===== src/rtl/ebus_handover.sv =====
module ebus_handover #(
  parameter int FLD_W       = 4,
  parameter int N_REGION    = 3,
  parameter int N_EN        = 3,
  parameter int GRANT_DLY   = 4,
  parameter int RELEASE_DLY = 4
) (
  input  logic                      clk,
  input  logic                      rst_n,
  input  logic                      req_n,
  input  logic                      acc_busy,
  input  logic [N_EN-1:0]           mem_en_n,
  input  logic [N_REGION*FLD_W-1:0] atime_cfg,
  output logic                      ack_n,
  output logic                      bus_oe,
  output logic                      acc_block
);

  localparam int DLY_MAX = (GRANT_DLY > RELEASE_DLY) ? GRANT_DLY : RELEASE_DLY;
  localparam int CNT_W   = $clog2(DLY_MAX + 1);

  typedef enum logic [2:0] {IDLE, WAIT_PENDING, TRISTATE, GRANTED, RELEASE} st_t;

  st_t              st;
  logic             req_m, req_s;
  logic [CNT_W-1:0] cnt;
  logic [FLD_W-1:0] hold, amax;

  wire quiet = !acc_busy && (&mem_en_n);

  always_comb begin
    amax = '0;
    for (int i = 0; i < N_REGION; i++)
      if (atime_cfg[i*FLD_W +: FLD_W] > amax) amax = atime_cfg[i*FLD_W +: FLD_W];
  end

  always_ff @(posedge clk or negedge rst_n) begin
    if (!rst_n) begin
      req_m     <= 1'b0;
      req_s     <= 1'b0;
      st        <= IDLE;
      cnt       <= '0;
      hold      <= '0;
      ack_n     <= 1'b1;
      bus_oe    <= 1'b1;
      acc_block <= 1'b0;
    end else begin
      req_m <= !req_n;
      req_s <= req_m;
      case (st)
        IDLE:
          if (req_s) begin
            st        <= WAIT_PENDING;
            acc_block <= 1'b1;
          end
        WAIT_PENDING:
          if (!req_s) begin
            st        <= IDLE;
            acc_block <= 1'b0;
          end else if (quiet) begin
            st     <= TRISTATE;
            bus_oe <= 1'b0;
            cnt    <= '0;
          end
        TRISTATE:
          if (cnt == CNT_W'(GRANT_DLY - 1)) begin
            st    <= GRANTED;
            ack_n <= 1'b0;
            hold  <= amax;
          end else begin
            cnt <= cnt + 1'b1;
          end
        GRANTED:
          if (hold != '0) begin
            hold <= hold - 1'b1;
          end else if (!req_s) begin
            st  <= RELEASE;
            cnt <= '0;
          end
        RELEASE:
          if (cnt == CNT_W'(RELEASE_DLY - 1)) begin
            st        <= IDLE;
            ack_n     <= 1'b1;
            bus_oe    <= 1'b1;
            acc_block <= 1'b0;
          end else begin
            cnt <= cnt + 1'b1;
          end
        default: st <= IDLE;
      endcase
    end
  end


  float_when_quiet_chk: assert property (@(posedge clk) disable iff (!rst_n)
    $fell(bus_oe) |-> $past(quiet));


  ack_needs_float_chk: assert property (@(posedge clk) disable iff (!rst_n)
    !ack_n |-> !bus_oe);


  grant_after_float_chk: assert property (@(posedge clk) disable iff (!rst_n)
    $fell(ack_n) |-> !$past(bus_oe));


  joint_restore_chk: assert property (@(posedge clk) disable iff (!rst_n)
    $rose(ack_n) |-> ($rose(bus_oe) && $fell(acc_block)));


  block_covers_float_chk: assert property (@(posedge clk) disable iff (!rst_n)
    !bus_oe |-> acc_block);


  no_abort_chk: assert property (@(posedge clk) disable iff (!rst_n)
    (st == TRISTATE) |=> (st == TRISTATE || st == GRANTED));

endmodule


===== config.mk =====
export PLATFORM = sky130hd
export DESIGN_NAME = ebus_handover
export DESIGN_NICKNAME = d
export VERILOG_FILES = /design/src/rtl/ebus_handover.sv
export SDC_FILE = /design/constraint.sdc
export NUM_CORES = 1
export LEC_CHECK = 0
export ABC_AREA = 1
export BUFFER_PORTS_ARGS = -buffer_cell sky130_fd_sc_hd__buf_4
export CAP_MARGIN = 20
export CORE_MARGIN = 2
export CORE_UTILIZATION = 55
export CTS_CLUSTER_DIAMETER = 60
export DETAILED_ROUTE_END_ITERATION = 10
export PLACE_DENSITY = 0.87
export REMOVE_ABC_BUFFERS = 1
export SYNTH_ARGS = -nofsm -noshare
export SYNTH_HDL_FRONTEND = slang
export SYNTH_SLANG_ARGS = --single-unit

===== constraint.sdc =====
create_clock -name clk -period 2.65 [get_ports clk]
set_input_delay 0.265 -clock clk [delete_from_list [all_inputs] [get_ports clk]]
set_output_delay 0.265 -clock clk [all_outputs]
set_load 0.05 [all_outputs]

==> run summary, run 1 <==
CTS root buf -> clkbuf_4
setup slack, reg-to-reg -> 1.08 ns
DP Cell Count -> 216
# IOs -> 22
Layout Nets -> 224
total wire length -> 2440 um
Final Max Slew Viols -> 0
Max Freq -> 473 MHz
largest net degree at the start of global routing -> 16
Worst-path clk slew -> 0.09 ns
Pre-antenna DRT Iters -> 4
outcome -> finished clean
std cell rows -> 17
synthesized flop and latch total -> 15
via count -> 1128
number of enable flip-flop cells after synthesis -> 0
hold path endpoint -> req_m
power per cell area -> 899 nW/um2
Core Area -> 2170 um2
Synth Instances -> 168
Clock Tree Buf Depth -> 2
sequential-to-total area share from yosys stat -> 30.5%
YS warnings -> 0
max layer used -> met4
met1 WL -> 1070 um
fraction of registers with async set or reset after synthesis -> 100%
area post-placement -> 1430 um2
Peak supply drop -> 494 uV
Most used DFF post-synth -> dfrtp_1
Tightest Pin Transition -> 0.269 ns
CP Data Required Time -> 2.87 ns
diodes inserted -> 0
Congestion Overflow GR -> 0
max cap viols -> 0
area occupied by multi-input gates -> 722 um2
reg2reg start -> hold[0]
H-tree depth -> 1
hold depth -> 2
average wire per standard cell -> 11.1 um
Post-CTS Resized -> 0
first-pass GRT wire length -> 4560 um
unrepaired setup endpoints after global routing -> no
synth-to-layout area growth -> 18.2%
initial antenna violation count -> 0
CP max FO -> 5
post-CTS setup repair buffer count -> 0
Final Instance Count excl. Fillers -> 221
Die X -> 51.5 um
LEAKAGE -> 0.818 nW
worst hold start -> req_n
WS Path Type -> in2reg
Hold/Removal Path Class -> in2reg
most frequent cell after synthesis -> nand2_1
Placer Congestion -> 0.881
share of layout cells above drive strength 1 -> 27.5%
synth top area cells -> dfrtp_1 26%, nand2_1 14%, ha_1 11%, inv_1 7.6%, nand3_1 5.7%
Antenna Nets Post-Route -> 0
cell taking the most area after synthesis -> dfrtp_1
port buffer count -> 21
Worst setup SP type -> primary input
DR iter-0 viols -> 20
Die Height -> 51.5 um
Final TNS setup -> 0 ns
vias per cell -> 5.10
Fin. Hold Viols -> 0
Seq. cell area -> 378 um2
worst skew pair latency -> 0.29 ns
gr usage total -> 22.6%
min Tclk post-route -> 2.11 ns
Synth cell types -> 30
Filler Cell Count -> 185
final hold slack -> 0.108 ns
total die area -> 2650 um2
Fin Clk Skew -> 0.00485 ns
Post-DP HPWL -> 2070 um
CTS tree -> yes
# setup viols final -> 0
Synth top area share -> 26.3%
post-route DRC violation count -> 0
r2r worst-path depth -> 7
syn avg cell area -> 7.37 um2
critical path capture point type -> flip-flop
cts bufs inserted -> 3
critical path arrival -> 2.33 ns
CTS sink cnt -> 15
WL met3 -> 95 um
Met2 Wirelength -> 1250 um
reg-to-reg critical path endpoint -> cnt[0]
Post-Syn Area -> 1240 um2
Synth top cells by count -> 47 x nand2_1, 25 x inv_1, 14 x nand3_1
number of global-route vias before repair -> 1145
Initial Util -> 57.1%
final worst-path cycle share -> 79.8%
relative slew slack -> 82.1%
total power -> 0.00132 W
design area -> 1460 um2
## area by class of cell
cell class,count,area share (%)
clock buffers,4,1.79
inverters,34,9.23
multi-input cells,118,49.3
flip-flops and latches,15,25.8
well taps,28,2.39
repair buffers,22,11.5
## report_power, final
part / leakage, nW / switching [W] / internal, W / total, W
clock: 0.0150 / 0.0000749 / 0.0000585 / 0.000133
combinational: 0.622 / 0.000488 / 0.000291 / 0.000779
sequential: 0.181 / 0.0000769 / 0.000326 / 0.000403
total: 0.818 / 0.000640 / 0.000676 / 0.00132
## sequential cells by signal (all words and copies together), names as in the netlist
signal     count
acc_block      1
ack_n          1
bus_oe         1
cnt            3
hold           4
req_m          1
req_s          1
st             3
## timing repair
| item | in CTS | in global routing |
|---|---|---|
| hold buffers | 1 | 0 |
| hold endpoints to repair | 13 | 0 |
| setup endpoints to repair | 0 | 0 |
## critical path: stages
cell and delay (ns):
buf_4 0.08, inv_1 0.05, ha_1 0.31, nand2_1 0.07
nand2_1 0.04, nand2_1 0.05, nand2_1 0.10, nand2_1 0.14
nand2_1 0.08, and2_1 0.14, ha_1 0.29, nand2_1 0.06
inv_1 0.06, nand2_1 0.05, nand2_1 0.12, nand2_1 0.12
nand3_1 0.11, nand2_1 0.07, a21oi_2 0.12
## per-layer routing
metal  vias to the layer above  global-route usage [%]
met5                         -                       0
met4                         0                    6.14
met3                         6                    4.97
met2                        21                    40.2
met1                       512                    27.3
li1                        589                       -
## worst max path at each step
stage | slack (ns) | start | to
final | 0.54 | atime_cfg[1] | hold[3]
after detailed placement | 0.23 | atime_cfg[1] | hold[3]
after global routing | 0.26 | atime_cfg[3] | hold[2]
after global placement | 0.33 | atime_cfg[1] | hold[3]
after CTS | 0.53 | atime_cfg[1] | hold[3]
after floorplan | 0.55 | atime_cfg[1] | hold[2]
## cells in the final DEF (no fill, tap or decap), types with 2 or more instances in the layout
cell type	instances
nand3b_1	2
buf_4	21
nand4_1	4
nand2_4	2
o21ai_0	2
a21oi_2	6
ha_1	11
o21ai_1	6
dfstp_2	2
inv_1	25
inv_2	7
dfrtp_1	13
nand3_2	3
clkbuf_4	3
nor2_1	4
nand2_2	3
a21oi_1	4
nand3_1	14
nand2_1	47
## cells by family after synthesis
kind of cell	synth area share, %
simple gates	34.7
buf+inv	11.2
compound gates	11.7
flops	30.5
fa+ha+maj	11.1
xor+xnor	0.707
## through the flow
stage	util, %	setup WS (ns)
2_1_floorplan	-	0.555
3_3_place_gp	65.8	0.326
3_5_place_dp	65.8	0.232
4_1_cts	67.5	0.531
5_1_grt	67.5	0.258
6_report	67.5	0.536
No activity file was read; power rests on OpenSTA's default activity.
==> run 2: changes to the inputs <==
clock period = 1.95 ns   (was 2.65 ns; I/O delays follow)
==> run summary, run 2 (synthesis results as in run 1) <==
outcome -> finished with violations
failing checks -> setup timing
gr usage total -> 27.4% (+4.8 points)
setup slack, reg-to-reg -> 0.24 ns (-0.84 ns)
Initial Util -> 57.1% (unchanged)
Fin Clk Skew -> 0.0161 ns (+0.0112 ns)
# setup viols final -> 4 (+4)
area post-placement -> 1540 um2 (+7.9%)
biggest regs -> hold x4, cnt x3, st x3
Clock Tree Buf Depth -> 2 (unchanged)
critical path capture point type -> flip-flop
r2r worst-path depth -> 7 (unchanged)
H-tree depth -> 1 (unchanged)
Layout Nets -> 242 (+8.0%)
DR iter-0 viols -> 55 (+180%)
CP startpoint -> atime_cfg[7]
average wire per standard cell -> 16.7 um (+51%)
relative slew slack -> 81.1% (-1.0 points)
Tightest Pin Transition -> 0.284 ns (+0.0151 ns)
Congestion Overflow GR -> 0 (unchanged)
# IOs -> 22 (unchanged)
power per cell area -> 1130 nW/um2 (+26%)
min Tclk post-route -> 2.04 ns
total wire length -> 4000 um (+64%)
largest net degree at the start of global routing -> 16 (unchanged)
Max Freq -> 490 MHz
initial antenna violation count -> 0 (unchanged)
Core Area -> 2170 um2 (unchanged)
final hold slack -> 0.0224 ns (-0.0853 ns)
CP max FO -> 5 (unchanged)
CP Data Required Time -> 2.15 ns (-0.72 ns)
via count -> 1358 (+20%)
Placer Congestion -> 0.823 (-6.6%)
reg2reg start -> hold[0]
total power -> 0.00209 W (+59%)
CTS tree -> yes
share of layout cells above drive strength 1 -> 52.1% (+25 points)
port buffer count -> 21 (unchanged)
design area -> 1850 um2 (+26%)
pre-CTS setup slack -> -0.477 ns (-0.709 ns)
Fin. Hold Viols -> 0 (unchanged)
final worst setup slack -> -0.0927 ns (-0.628 ns)
vias per cell -> 5.68 (+11%)
post-route DRC violation count -> 0 (unchanged)
LEAKAGE -> 0.941 nW (+15%)
Hold/Removal Path Class -> in2reg
reg-to-reg critical path endpoint -> cnt[0]
first-pass GRT wire length -> 5310 um (+16%)
critical path arrival -> 2.24 ns (-0.09 ns)
Worst setup endpoint -> hold[3]
Die X -> 51.5 um (unchanged)
total die area -> 2650 um2 (unchanged)
diodes inserted -> 0 (unchanged)
Worst-path clk slew -> 0.10 ns (about the same)
max cap viols -> 0 (unchanged)
worst skew pair latency -> 0.31 ns (+0.02 ns)
Worst setup SP type -> primary input
Antenna Nets Post-Route -> 0 (unchanged)
most frequent cells in the layout -> 34 x nand2_1, 34 x buf_4, 18 x inv_1, 13 x dfrtp_1, 10 x nand2_2
CTS root buf -> clkbuf_4
Post-DP HPWL -> 2440 um (+18%)
std cell rows -> 17 (unchanged)
unrepaired setup endpoints after global routing -> yes
Pre-antenna DRT Iters -> 5 (+1)
WS Path Type -> in2reg
number of global-route vias before repair -> 1262 (+10%)
CTS sink cnt -> 15 (unchanged)
Final Max Slew Viols -> 0 (unchanged)
synth-to-layout area growth -> 49.0%
Peak supply drop -> 759 uV (+54%)
final worst-path cycle share -> 105%
Die Height -> 51.5 um (unchanged)
cts bufs inserted -> 3 (unchanged)
Biggest register -> hold
Largest register FFs -> 4 (unchanged)
-- run 2: cell types whose count changed in the layout (fill, tap and decap cells not counted), moves of 7 or more --
cell and delta:
buf_4 +13, nand2_1 -13, nand3_1 -8, inv_1 -7, nand2_2 +7
-- run 2: critical path: stages --
cell,delay [ns]
buf_4,0.13
ha_4,0.29
nand2_4,0.05
inv_4,0.07
nand3_4,0.11
buf_6,0.14
nand3b_1,0.14
nand2_2,0.10
ha_4,0.29
nand2_1,0.06
nand2_1,0.08
nand2_2,0.08
nand2_4,0.13
nand3_2,0.09
nand2_1,0.08
inv_1,0.05
nand2_2,0.08
a21oi_2,0.06
-- run 2: what timing repair did --
action	in CTS	in global routing
pin swaps	4	26
hold buffers	1	0
setup endpoints to repair	4	4
endpoints found under the hold margin	15	0
setup buffers	0	3
gates resized for setup	13	45
-- run 2: power by group --
| group | leakage [nW] | internal (W) | switching [W] | total, W |
|---|---|---|---|---|
| Clock | 0.0177 | 0.0000767 | 0.000126 | 0.000202 |
| Combinational | 0.742 | 0.000490 | 0.000836 | 0.00133 |
| Sequential | 0.181 | 0.000444 | 0.000114 | 0.000558 |
| Total | 0.941 | 0.00101 | 0.00108 | 0.00209 |
-- run 2: per-stage QoR --
| step | utilization [%] | std cells | TNS [ns] |
|---|---|---|---|
| 6_report | 85.1 | 239 | -0.260 |
| 5_1_grt | 85.1 | 239 | -0.595 |
| 4_1_cts | 75.1 | 236 | 0 |
| 3_5_place_dp | 71.0 | 231 | -1.86 |
| 3_3_place_gp | 71.0 | 231 | -1.08 |
| 2_1_floorplan | - | 167 | -0.271 |
-- run 2: area by class of cell --
| type | instances | area (um2) |
|---|---|---|
| Tap cell | 28 | 35.0 |
| Fill cell | 105 | 324 |
| Multi-Input combinational cell | 118 | 936 |
| Clock buffer | 3 | 22.5 |
| Clock inverter | 1 | 5.00 |
| Sequential cell | 15 | 378 |
| Timing Repair Buffer | 40 | 322 |
| Inverter | 34 | 148 |
-- run 2: worst min-delay path by stage --
stage	end	slack [ns]	depth (start not counted)	from
2_1_floorplan	acc_block	-0.10	0	rst_n
3_3_place_gp	st[2]	0.06	1	rst_n
3_5_place_dp	st[2]	0.06	1	rst_n
4_1_cts	req_m	0.02	2	req_n
5_1_grt	req_m	0.02	2	req_n
6_report	req_m	0.02	2	req_n
-- run 2: per-layer routing --
layer / global-route usage, % / up-vias / share of wire, %
met2: 50.4 / 70 / 54
li1: - / 630 / -
met1: 29.1 / 637 / 36
met3: 5.26 / 21 / 5.4
met4: 14.0 / 0 / 4.5
met5: 0 / - / 0
